==> config.mk <==
export PLATFORM = sky130hd
export DESIGN_NAME = spi_wb_bridge
export DESIGN_NICKNAME = d
export VERILOG_FILES = /design/src/rtl/swb_pkg.sv /design/src/rtl/swb_sync.sv /design/src/rtl/swb_shifter.sv /design/src/rtl/swb_ctrl.sv /design/src/rtl/swb_wb_master.sv /design/src/rtl/spi_wb_bridge.sv
export SDC_FILE = /design/constraint.sdc
export NUM_CORES = 1
export LEC_CHECK = 0
export ABC_AREA = 1
export CORE_MARGIN = 3
export CORE_UTILIZATION = 62
export CTS_BUF_LIST = sky130_fd_sc_hd__clkbuf_4 sky130_fd_sc_hd__clkbuf_8 sky130_fd_sc_hd__clkbuf_16
export DETAILED_ROUTE_END_ITERATION = 12
export MAX_ROUTING_LAYER = met4
export PLACE_DENSITY_LB_ADDON = 0.1
export SYNTH_ARGS = -nofsm -noshare
export SYNTH_HDL_FRONTEND = slang
export SYNTH_SLANG_ARGS = --single-unit
==> constraint.sdc <==
create_clock -name clk -period 2.29 [get_ports clk]
set_input_delay 0.687 -clock clk [delete_from_list [all_inputs] [get_ports clk]]
set_output_delay 0.687 -clock clk [all_outputs]
set_load 0.02 [all_outputs]
==> src/rtl/swb_pkg.sv <==
package swb_pkg;
  localparam int unsigned SWB_WORD_W = 16;
  localparam int unsigned SWB_ADR_W  = SWB_WORD_W - 2;
  localparam int unsigned SWB_SEL_W  = SWB_WORD_W / 8;

  typedef enum logic {PH_CMD, PH_DATA} phase_t;

  typedef struct packed {
    logic                  we;
    logic [SWB_ADR_W-1:0]  adr;
    logic [SWB_WORD_W-1:0] dat;
  } bus_req_t;
endpackage

==> src/rtl/swb_sync.sv <==
module swb_sync #(
  parameter int unsigned W      = 1,
  parameter int unsigned STAGES = 2,
  parameter logic [W-1:0] RST_VAL = '0
) (
  input  logic         clk,
  input  logic         rst,
  input  logic [W-1:0] d,
  output logic [W-1:0] q
);
  logic [STAGES-1:0][W-1:0] chain;

  always_ff @(posedge clk) begin
    if (rst) begin
      for (int i = 0; i < int'(STAGES); i++) chain[i] <= RST_VAL;
    end else begin
      chain[0] <= d;
      for (int i = 1; i < int'(STAGES); i++) chain[i] <= chain[i-1];
    end
  end

  assign q = chain[STAGES-1];
endmodule

==> src/rtl/swb_shifter.sv <==
// Serial word engine: collects MOSI bits on rising SCLK, and shifts MISO on
// falling SCLK. It loads a fresh outgoing word on the falling edge that
// follows a completed word.
module swb_shifter #(
  parameter int unsigned WORD_W = 16
) (
  input  logic              clk,
  input  logic              rst,
  input  logic              sclk,
  input  logic              mosi,
  input  logic              ss_n,
  input  logic [WORD_W-1:0] tx_word,
  output logic [WORD_W-1:0] rx_word,
  output logic              rx_valid,
  output logic              tx_load,
  output logic              miso
);
  localparam int unsigned CNT_W = $clog2(WORD_W);
  localparam logic [CNT_W-1:0] LAST_BIT = CNT_W'(WORD_W - 1);

  logic              sclk_q;
  logic              rise, fall;
  logic [CNT_W-1:0]  bitcnt;
  logic [WORD_W-1:0] rx_sr;
  logic [WORD_W-1:0] tx_sr;

  assign rise = sclk & ~sclk_q;
  assign fall = ~sclk & sclk_q;

  always_ff @(posedge clk) begin
    if (rst) begin
      sclk_q   <= 1'b0;
      bitcnt   <= '0;
      rx_sr    <= '0;
      rx_word  <= '0;
      tx_sr    <= '0;
      rx_valid <= 1'b0;
      tx_load  <= 1'b0;
    end else begin
      sclk_q   <= sclk;
      rx_valid <= 1'b0;
      tx_load  <= 1'b0;
      if (ss_n) begin
        bitcnt <= '0;
      end else if (rise) begin
        rx_sr  <= {rx_sr[WORD_W-2:0], mosi};
        bitcnt <= (bitcnt == LAST_BIT) ? '0 : bitcnt + 1'b1;
        if (bitcnt == LAST_BIT) begin
          rx_word  <= {rx_sr[WORD_W-2:0], mosi};
          rx_valid <= 1'b1;
        end
      end else if (fall) begin
        if (bitcnt == '0) begin
          tx_sr   <= tx_word;
          tx_load <= 1'b1;
        end else begin
          tx_sr <= {tx_sr[WORD_W-2:0], 1'b0};
        end
      end
    end
  end

  assign miso = tx_sr[WORD_W-1];
endmodule

==> src/rtl/swb_ctrl.sv <==
// Transaction sequencer: decodes the command word, tracks the word address,
// and asks for one bus cycle per data word (writes) or per load (reads).
module swb_ctrl
  import swb_pkg::*;
#(
  parameter int unsigned WORD_W = SWB_WORD_W,
  parameter int unsigned ADR_W  = SWB_ADR_W
) (
  input  logic              clk,
  input  logic              rst,
  input  logic              ss_n,
  input  logic [WORD_W-1:0] rx_word,
  input  logic              rx_valid,
  input  logic              tx_load,
  output logic              req_v,
  output bus_req_t          req
);
  localparam int unsigned FLAG_BURST = 1;
  localparam int unsigned FLAG_READ  = 0;

  phase_t           phase;
  logic             burst, rd;
  logic [ADR_W-1:0] ptr;
  logic [ADR_W-1:0] ptr_next;

  assign ptr_next = burst ? ptr + 1'b1 : ptr;

  always_ff @(posedge clk) begin
    if (rst) begin
      phase <= PH_CMD;
      burst <= 1'b0;
      rd    <= 1'b0;
      ptr   <= '0;
      req_v <= 1'b0;
      req   <= '0;
    end else begin
      req_v <= 1'b0;
      if (ss_n) begin
        phase <= PH_CMD;
      end else if (rx_valid) begin
        if (phase == PH_CMD) begin
          ptr   <= rx_word[WORD_W-1:2];
          burst <= rx_word[FLAG_BURST];
          rd    <= rx_word[FLAG_READ];
          phase <= PH_DATA;
          if (rx_word[FLAG_READ]) begin
            req_v   <= 1'b1;
            req.we  <= 1'b0;
            req.adr <= rx_word[WORD_W-1:2];
            req.dat <= '0;
          end
        end else if (!rd) begin
          req_v   <= 1'b1;
          req.we  <= 1'b1;
          req.adr <= ptr;
          req.dat <= rx_word;
          ptr     <= ptr_next;
        end
      end else if (tx_load && phase == PH_DATA && rd) begin
        // prefetch for the following word slot
        ptr     <= ptr_next;
        req_v   <= 1'b1;
        req.we  <= 1'b0;
        req.adr <= ptr_next;
        req.dat <= '0;
      end
    end
  end
endmodule

==> src/rtl/swb_wb_master.sv <==
// Single-outstanding bus master with a one-entry holding slot for a request
// that arrives while a cycle is still waiting for acknowledge.
module swb_wb_master
  import swb_pkg::*;
#(
  parameter int unsigned WORD_W = SWB_WORD_W,
  parameter int unsigned ADR_W  = SWB_ADR_W,
  parameter int unsigned SEL_W  = SWB_SEL_W
) (
  input  logic              clk,
  input  logic              rst,
  input  logic              req_v,
  input  bus_req_t          req,
  output logic              cyc,
  output logic              stb,
  output logic              we,
  output logic [ADR_W-1:0]  adr,
  output logic [WORD_W-1:0] dat_o,
  output logic [SEL_W-1:0]  sel,
  input  logic [WORD_W-1:0] dat_i,
  input  logic              ack,
  output logic [WORD_W-1:0] rd_data
);
  logic     hold_v;
  bus_req_t hold;
  logic     free;
  bus_req_t launch;

  assign free   = !stb || ack;
  assign launch = hold_v ? hold : req;

  always_ff @(posedge clk) begin
    if (rst) begin
      cyc     <= 1'b0;
      stb     <= 1'b0;
      we      <= 1'b0;
      adr     <= '0;
      dat_o   <= '0;
      sel     <= '0;
      rd_data <= '0;
      hold_v  <= 1'b0;
      hold    <= '0;
    end else begin
      if (stb && ack) begin
        cyc <= 1'b0;
        stb <= 1'b0;
        if (!we) rd_data <= dat_i;
      end
      if (free && (hold_v || req_v)) begin
        cyc   <= 1'b1;
        stb   <= 1'b1;
        we    <= launch.we;
        adr   <= launch.adr;
        dat_o <= launch.dat;
        sel   <= '1;
        if (hold_v && req_v) hold <= req;
        else hold_v <= 1'b0;
      end else if (req_v) begin
        hold   <= req;
        hold_v <= 1'b1;
      end
    end
  end
endmodule

==> src/rtl/spi_wb_bridge.sv <==
module spi_wb_bridge
  import swb_pkg::*;
#(
  parameter int unsigned SYNC_STAGES = 2
) (
  input  logic                  clk,
  input  logic                  rst,
  input  logic                  spi_sclk,
  input  logic                  spi_mosi,
  input  logic                  spi_ss_n,
  output logic                  spi_miso,
  output logic                  wb_cyc_o,
  output logic                  wb_stb_o,
  output logic                  wb_we_o,
  output logic [SWB_ADR_W-1:0]  wb_adr_o,
  output logic [SWB_WORD_W-1:0] wb_dat_o,
  output logic [SWB_SEL_W-1:0]  wb_sel_o,
  input  logic [SWB_WORD_W-1:0] wb_dat_i,
  input  logic                  wb_ack_i
);
  logic [2:0]            pins_s;
  logic                  sclk_s, mosi_s, ss_n_s;
  logic [SWB_WORD_W-1:0] rx_word, rd_data;
  logic                  rx_valid, tx_load, req_v;
  bus_req_t              req;

  swb_sync #(.W(3), .STAGES(SYNC_STAGES), .RST_VAL(3'b100)) u_sync (
    .clk(clk), .rst(rst),
    .d({spi_ss_n, spi_mosi, spi_sclk}),
    .q(pins_s)
  );
  assign {ss_n_s, mosi_s, sclk_s} = pins_s;

  swb_shifter #(.WORD_W(SWB_WORD_W)) u_shift (
    .clk(clk), .rst(rst),
    .sclk(sclk_s), .mosi(mosi_s), .ss_n(ss_n_s),
    .tx_word(rd_data),
    .rx_word(rx_word), .rx_valid(rx_valid),
    .tx_load(tx_load), .miso(spi_miso)
  );

  swb_ctrl u_ctrl (
    .clk(clk), .rst(rst), .ss_n(ss_n_s),
    .rx_word(rx_word), .rx_valid(rx_valid), .tx_load(tx_load),
    .req_v(req_v), .req(req)
  );

  swb_wb_master u_wb (
    .clk(clk), .rst(rst), .req_v(req_v), .req(req),
    .cyc(wb_cyc_o), .stb(wb_stb_o), .we(wb_we_o), .adr(wb_adr_o),
    .dat_o(wb_dat_o), .sel(wb_sel_o), .dat_i(wb_dat_i), .ack(wb_ack_i),
    .rd_data(rd_data)
  );
endmodule

==> flow_summary_export.csv, run 1 <==
group,metric,value,unit
outcome,status,"completed",
global_route,met2_usage,40.5,%
worst_setup_path,crit_cells,1,
global_route,grt_pass1_vias,6101,
timing,fin_crit,2100,ps
route,dr.first_iter.drc_count,624,
cts,cts_buffers,17,
route,vias,6801,
worst_setup_path,reg2reg_depth,7,
synthesis,netlist_instances,1032,
cells_and_area,drive_gt1_share,6.55,%
worst_setup_path,slowest_delay,620,ps
route,wl_per_cell,13.7,µm
floorplan,die_y,117,µm
timing,worstMarginPinSlew,551,ps
cts,cts.clk_slew.worst_paths,60,ps
global_route,grt_util_met1,33.4,%
global_route,grt_pass1_wl,28.9,mm
floorplan,rows,40,
timing,hold_violations,0,
synthesis,yosys_warnings,0,
worst_setup_path,path_cells,"clkdlybuf4s50_1",
worst_setup_path,crit_required,1600,ps
power,p_total,6.56,mW
timing,timing.hold.ws,401,ps
cts,clock_sinks,190,
cts,post_cts_buffers,0,
timing,rsz0062_at_grt,"no",
timing,timing.fmax,0.475,GHz
timing,slew_viol_final,0,
cells_and_area,fin_util,74.5,%
cells_and_area,diodes,0,
run,drv_cap,0,
global_route,grt_start_max_net_pins,139,
route,viasPerCell,5.50,
cells_and_area,nets,1081,
timing,setup_ws,186,ps
floorplan,die_area,13800,µm²
worst_setup_path,critPathArrivalTime,1420,ps
route,dr.pass1.iters,5,
synthesis,synth_area,7710,µm²
route,drc,0,
worst_setup_path,end_kind,"primary output",
cts,root_buffer,"clkbuf_16",
timing,setup_viol,0,
placed_design,placedCellCount,1205,
floorplan,die_x,117,µm
global_route,grt_most_used_layer,"met2",
cts,cts_tree,"done",
cts,hold_buffers,0,
synthesis,ys_seq_elements,190,
floorplan,fp.coreArea,12100,µm²
worst_setup_path,worst-path-max-fanout,4,
floorplan,start_util,63.9,%
cts,h-tree-depth,4,
synthesis,ys_seq_area_share,49.4,%
cts,clk_latency,430,ps
worst_setup_path,r2r_end,"u_ctrl.ptr[4]$_SDFFE_PP0P_",
placed_design,portBuffers,57,
power,p_per_area,730,nW/µm²
timing,max_slew_margin,63.3,%
worst_setup_path,crit_path_end,"wb_cyc_o",
worst_setup_path,cp.buffers_inverters,1,
worst_setup_path,crit_type,"reg2out",
cells_and_area,syn2layout_area_growth,16.5,%
placed_design,dp_hpwl,10.9,mm
synthesis,ys.flop_type,"dfxtp_1",
worst_setup_path,worstSetupStartpoint,"u_wb.cyc$_SDFFE_PP0P_",
placed_design,pre_cts_slack,121,ps
cells_and_area,final_cells,1237,
worst_setup_path,r2r-start,"u_shift.rx_valid$_SDFF_PP0_",
synthesis,async_flop_share,0,%
route,wirelength,17.0,mm
power,leakagePower,3.29,nW
timing,setup-tns-final,0,ps
synthesis,synth_area_per_cell,7.47,µm²
global_route,gr-usage-met3,4.28,%
worst_setup_path,r2r_setup_slack,470,ps
timing,period_share,91.9,%
worst_setup_path,crit_slowest_cell,"clkdlybuf4s50_1",
global_route,antenna_found_initial,0,
synthesis,synth_edf_count,0,
synthesis,syn_nets,1057,
worst_setup_path,start_kind,"flop",
synthesis,synth_cell_types,34,
cts,cts_resized,0,
floorplan,pin_count,58,
cells_and_area,final_common_cell,"nand2_1",
worst_setup_path,path_delay_family,"buffers and inverters",
hold_path,holdCritPathClass,"reg2reg",
placed_design,dpl-instance-area,8340,µm²
cells_and_area,final_cell_mix,"nand2_1, dfxtp_1, o21ai_0",
global_route,track_usage,25.8,%
timing,clock_skew,6.63,ps
global_route,grt_overflow_total,0,
power,vdd_drop_max,0.663,mV
cells_and_area,fin_area,8980,µm²
cts,cts_max_path_buffers,2,
placed_design,place_congestion,0.913,
route,ant_nets,0,
## cells in the mapped netlist (5+ instances only)
| cell type | number | share of area, % |
|---|---|---|
| a21oi_1 | 112 | 7.3 |
| a22oi_1 | 8 | 0.78 |
| a31oi_1 | 38 | 3.1 |
| buf_2 | 14 | 0.91 |
| buf_4 | 7 | 0.68 |
| clkbuf_1 | 40 | 1.9 |
| dfxtp_1 | 190 | 49 |
| inv_1 | 91 | 4.4 |
| inv_2 | 6 | 0.29 |
| nand2_1 | 212 | 10 |
| nand3_1 | 37 | 2.4 |
| nand4_1 | 8 | 0.65 |
| nor2_1 | 87 | 4.2 |
| nor3_1 | 5 | 0.32 |
| o211ai_1 | 8 | 0.78 |
| o21ai_0 | 119 | 7.7 |
| o21ai_1 | 9 | 0.58 |
| o22ai_1 | 10 | 0.81 |
## metal layers
metal | vias to the layer above | wire length [µm]
met5 | - | 0
li1 | 3468 | -
met3 | 25 | 638
met2 | 170 | 8000
met1 | 3138 | 7920
met4 | 0 | 407
## area by class of cell
type,instances,area (µm²)
well taps,168,210
clock inverters,13,189
fillers,965,3080
multi-input cells,677,3230
clock buffers,19,447
inverters,97,364
flip-flops and latches,190,3800
repair buffers,73,736
## how the worst min path moves through the flow
stage | startpoint | cells past startpoint | to | slack [ps]
6_report | u_sync.chain[1]$_SDFF_PP0_ | 2 | u_sync.q[1]$_SDFF_PP0_ | 400
5_1_grt | u_sync.chain[1]$_SDFF_PP0_ | 2 | u_sync.q[1]$_SDFF_PP0_ | 420
4_1_cts | u_sync.chain[1]$_SDFF_PP0_ | 2 | u_sync.q[1]$_SDFF_PP0_ | 400
3_5_place_dp | u_sync.chain[1]$_SDFF_PP0_ | 2 | u_sync.q[1]$_SDFF_PP0_ | 390
3_3_place_gp | u_sync.chain[1]$_SDFF_PP0_ | 2 | u_sync.q[1]$_SDFF_PP0_ | 390
2_1_floorplan | u_sync.chain[0]$_SDFF_PP0_ | 2 | u_sync.q[0]$_SDFF_PP0_ | 390
## where the power goes
| part | internal [mW] | total (mW) | switching, mW |
|---|---|---|---|
| Clock | 1.87 | 3.13 | 1.25 |
| Sequential | 3.31 | 3.31 | 0.00375 |
| Combinational | 0.0477 | 0.116 | 0.0684 |
| Total | 5.23 | 6.56 | 1.33 |
## sequential cells by signal, summed over array words and instances, names as in the netlist
signal,cells
u_shift.bitcnt,4
u_shift.rx_word,16
u_ctrl.phase,1
u_shift.tx_sr,16
u_ctrl.ptr,14
u_sync.chain,3
u_shift.tx_load,1
u_ctrl.burst,1
u_wb.adr,14
u_wb.cyc,1
u_ctrl.req,31
u_wb.sel,1
u_wb.dat_o,16
u_shift.rx_sr,15
u_ctrl.req_v,1
u_shift.rx_valid,1
u_shift.sclk_q,1
u_wb.hold_v,1
u_wb.hold,31
u_sync.q,3
u_ctrl.rd,1
u_wb.rd_data,16
u_wb.we,1
## cell families after synthesis
family	count (synthesis)	synth area share (%)
AOI/OAI and AO/OA	307	21.4
xor gates and xnor gates	5	0.568
adders and majority gates	3	0.487
buffers and inverters	165	8.82
DFF	190	49.4
and+or+nand+nor	362	19.4
Note: power is estimated with default switching activity, not from simulation.
==> inputs of run 2 (changes only) <==
- CAP_MARGIN: unset -> 15
==> results of run 2 <==
Same layout as run 1: the final DEF is identical, and so are final timing and power.
==> inputs of run 3 (changes only) <==
- CORE_MARGIN: 3 -> 5
==> flow_summary_export.csv, run 3 (synthesis results as in run 1) <==
group,metric,value,unit
outcome,status,"completed",
cts,hold_buffers,0,
cells_and_area,reg.largest.list,"u_ctrl.req: 31 flops, u_wb.hold: 31 flops",
floorplan,die_y,121,µm
cts,cts_resized,0,
worst_setup_path,cp.buffers_inverters,1,
route,vias,6664,
worst_setup_path,slowest_delay,620,ps
global_route,grt_pass1_wl,28.6,mm
power,leakagePower,3.28,nW
worst_setup_path,end_kind,"primary output",
worst_setup_path,worst-path-max-fanout,4,
worst_setup_path,path_delay_family,"buffers and inverters",
cts,h-tree-depth,4,
timing,setup_ws,186,ps
cts,clk_latency,430,ps
timing,slew_viol_final,0,
worst_setup_path,crit_type,"reg2out",
route,drc,0,
global_route,grt_overflow_total,0,
cts,root_buffer,"clkbuf_16",
global_route,antenna_found_initial,0,
floorplan,fp.coreArea,12100,µm²
worst_setup_path,crit_slowest_cell,"clkdlybuf4s50_1",
timing,setup-tns-final,0,ps
route,dr.pass1.iters,6,
placed_design,pre_cts_slack,80.7,ps
global_route,grt_start_max_net_pins,139,
cts,clock_sinks,190,
power,p_per_area,703,nW/µm²
worst_setup_path,start_kind,"flop",
placed_design,dp_hpwl,11.0,mm
cts,cts_max_path_buffers,2,
timing,timing.fmax,0.475,GHz
cells_and_area,final_common_cell,"nand2_1",
cells_and_area,nets,1082,
route,viasPerCell,5.41,
power,p_total,6.27,mW
hold_path,holdCritPathClass,"reg2reg",
timing,fin_crit,2100,ps
floorplan,pin_count,58,
route,dr.first_iter.drc_count,633,
route,wirelength,17.0,mm
cells_and_area,drive_gt1_share,6.11,%
timing,hold_violations,0,
timing,rsz0062_at_grt,"no",
route,ant_nets,0,
cts,post_cts_buffers,0,
worst_setup_path,critPathArrivalTime,1420,ps
cells_and_area,num-fill-cells,1025,
global_route,track_usage,24.5,%
cts,cts.clk_slew.worst_paths,60,ps
global_route,grt_pass1_vias,6089,
cells_and_area,syn2layout_area_growth,15.8,%
timing,max_slew_margin,65.1,%
worst_setup_path,crit_required,1600,ps
timing,setup_viol,0,
run,drv_cap,0,
cells_and_area,diodes,0,
placed_design,portBuffers,57,
worst_setup_path,path_cells,"clkdlybuf4s50_1",
power,vdd_drop_max,0.465,mV
floorplan,die_area,14800,µm²
cells_and_area,final_cell_mix,"nand2_1, dfxtp_1, o21ai_0",
cts,cts_tree,"done",
floorplan,die_x,121,µm
route,wl_per_cell,13.8,µm
timing,period_share,91.9,%
timing,worstMarginPinSlew,524,ps
timing,clock_skew,6.28,ps
placed_design,place_congestion,0.928,
floorplan,rows,40,
cts,cts_buffers,17,
floorplan,start_util,63.6,%
run 3: cell count changes in the layout (fill, tap and decap cells not counted):
cell,before,now
clkbuf_4,1,4
buf_12,4,5
clkinv_2,1,0
clkbuf_8,1,3
clkinv_4,2,0
clkinvlp_4,5,0
inv_6,1,0
bufinv_16,4,2
run 3: report_power, final:
| part | internal, mW | switching, mW | leakage, nW | total [mW] |
|---|---|---|---|---|
| sequential | 3.31 | 0.00373 | 1.53 | 3.32 |
| clock | 1.71 | 1.13 | 0.278 | 2.84 |
| combinational | 0.0477 | 0.0666 | 1.47 | 0.114 |
| total | 5.07 | 1.20 | 3.28 | 6.27 |
run 3: per-layer routing:
layer | track usage (%) | part of all wire, % | up-vias
li1 | - | - | 3452
met5 | - | 0 | -
met2 | 37.7 | 46 | 145
met1 | 32.0 | 47 | 3036
met4 | 10.4 | 2.4 | 0
met3 | 4.34 | 4.3 | 31
run 3: final timing paths:
path / endpoint / slack (ps) / cells past startpoint / start
max: wb_stb_o / 190 / 1 / u_wb.cyc$_SDFFE_PP0P_
min: u_sync.q[1]$_SDFF_PP0_ / 400 / 2 / u_sync.chain[1]$_SDFF_PP0_
max reg2reg: u_shift.rx_word[4]$_SDFFE_PP0P_ / 440 / 7 / u_shift.bitcnt[0]$_SDFFE_PP0P_
min reg2reg: u_sync.q[1]$_SDFF_PP0_ / 400 / 2 / u_sync.chain[1]$_SDFF_PP0_
run 3: final cells by class:
type	count	area, µm²	share of cell area, %
inverter	97	364	4.08
multi-input combinational	677	3230	36.2
clock inverter	2	60.1	0.673
clock buffer	24	497	5.57
tap	168	210	2.36
timing repair buffer	74	756	8.47
sequential	190	3800	42.6
run 3: metrics by stage:
| step | std cells | hold WS, ps | area, µm² | util, % |
|---|---|---|---|---|
| 2_1_floorplan | 1032 | 388 | 7710 | - |
| 3_3_place_gp | 1206 | 389 | 8360 | 69.1 |
| 3_5_place_dp | 1206 | 393 | 8360 | 69.1 |
| 4_1_cts | 1232 | 401 | 8920 | 73.7 |
| 5_1_grt | 1232 | 417 | 8920 | 73.7 |
| 6_report | 1232 | 400 | 8920 | 73.7 |
run 3: worst min-delay path, delay by kind of cell (launching register included):
family	cells	cell delay (ps)
flip-flops	1	290
buffers and inverters	1	40
AND/OR/NAND/NOR	1	30
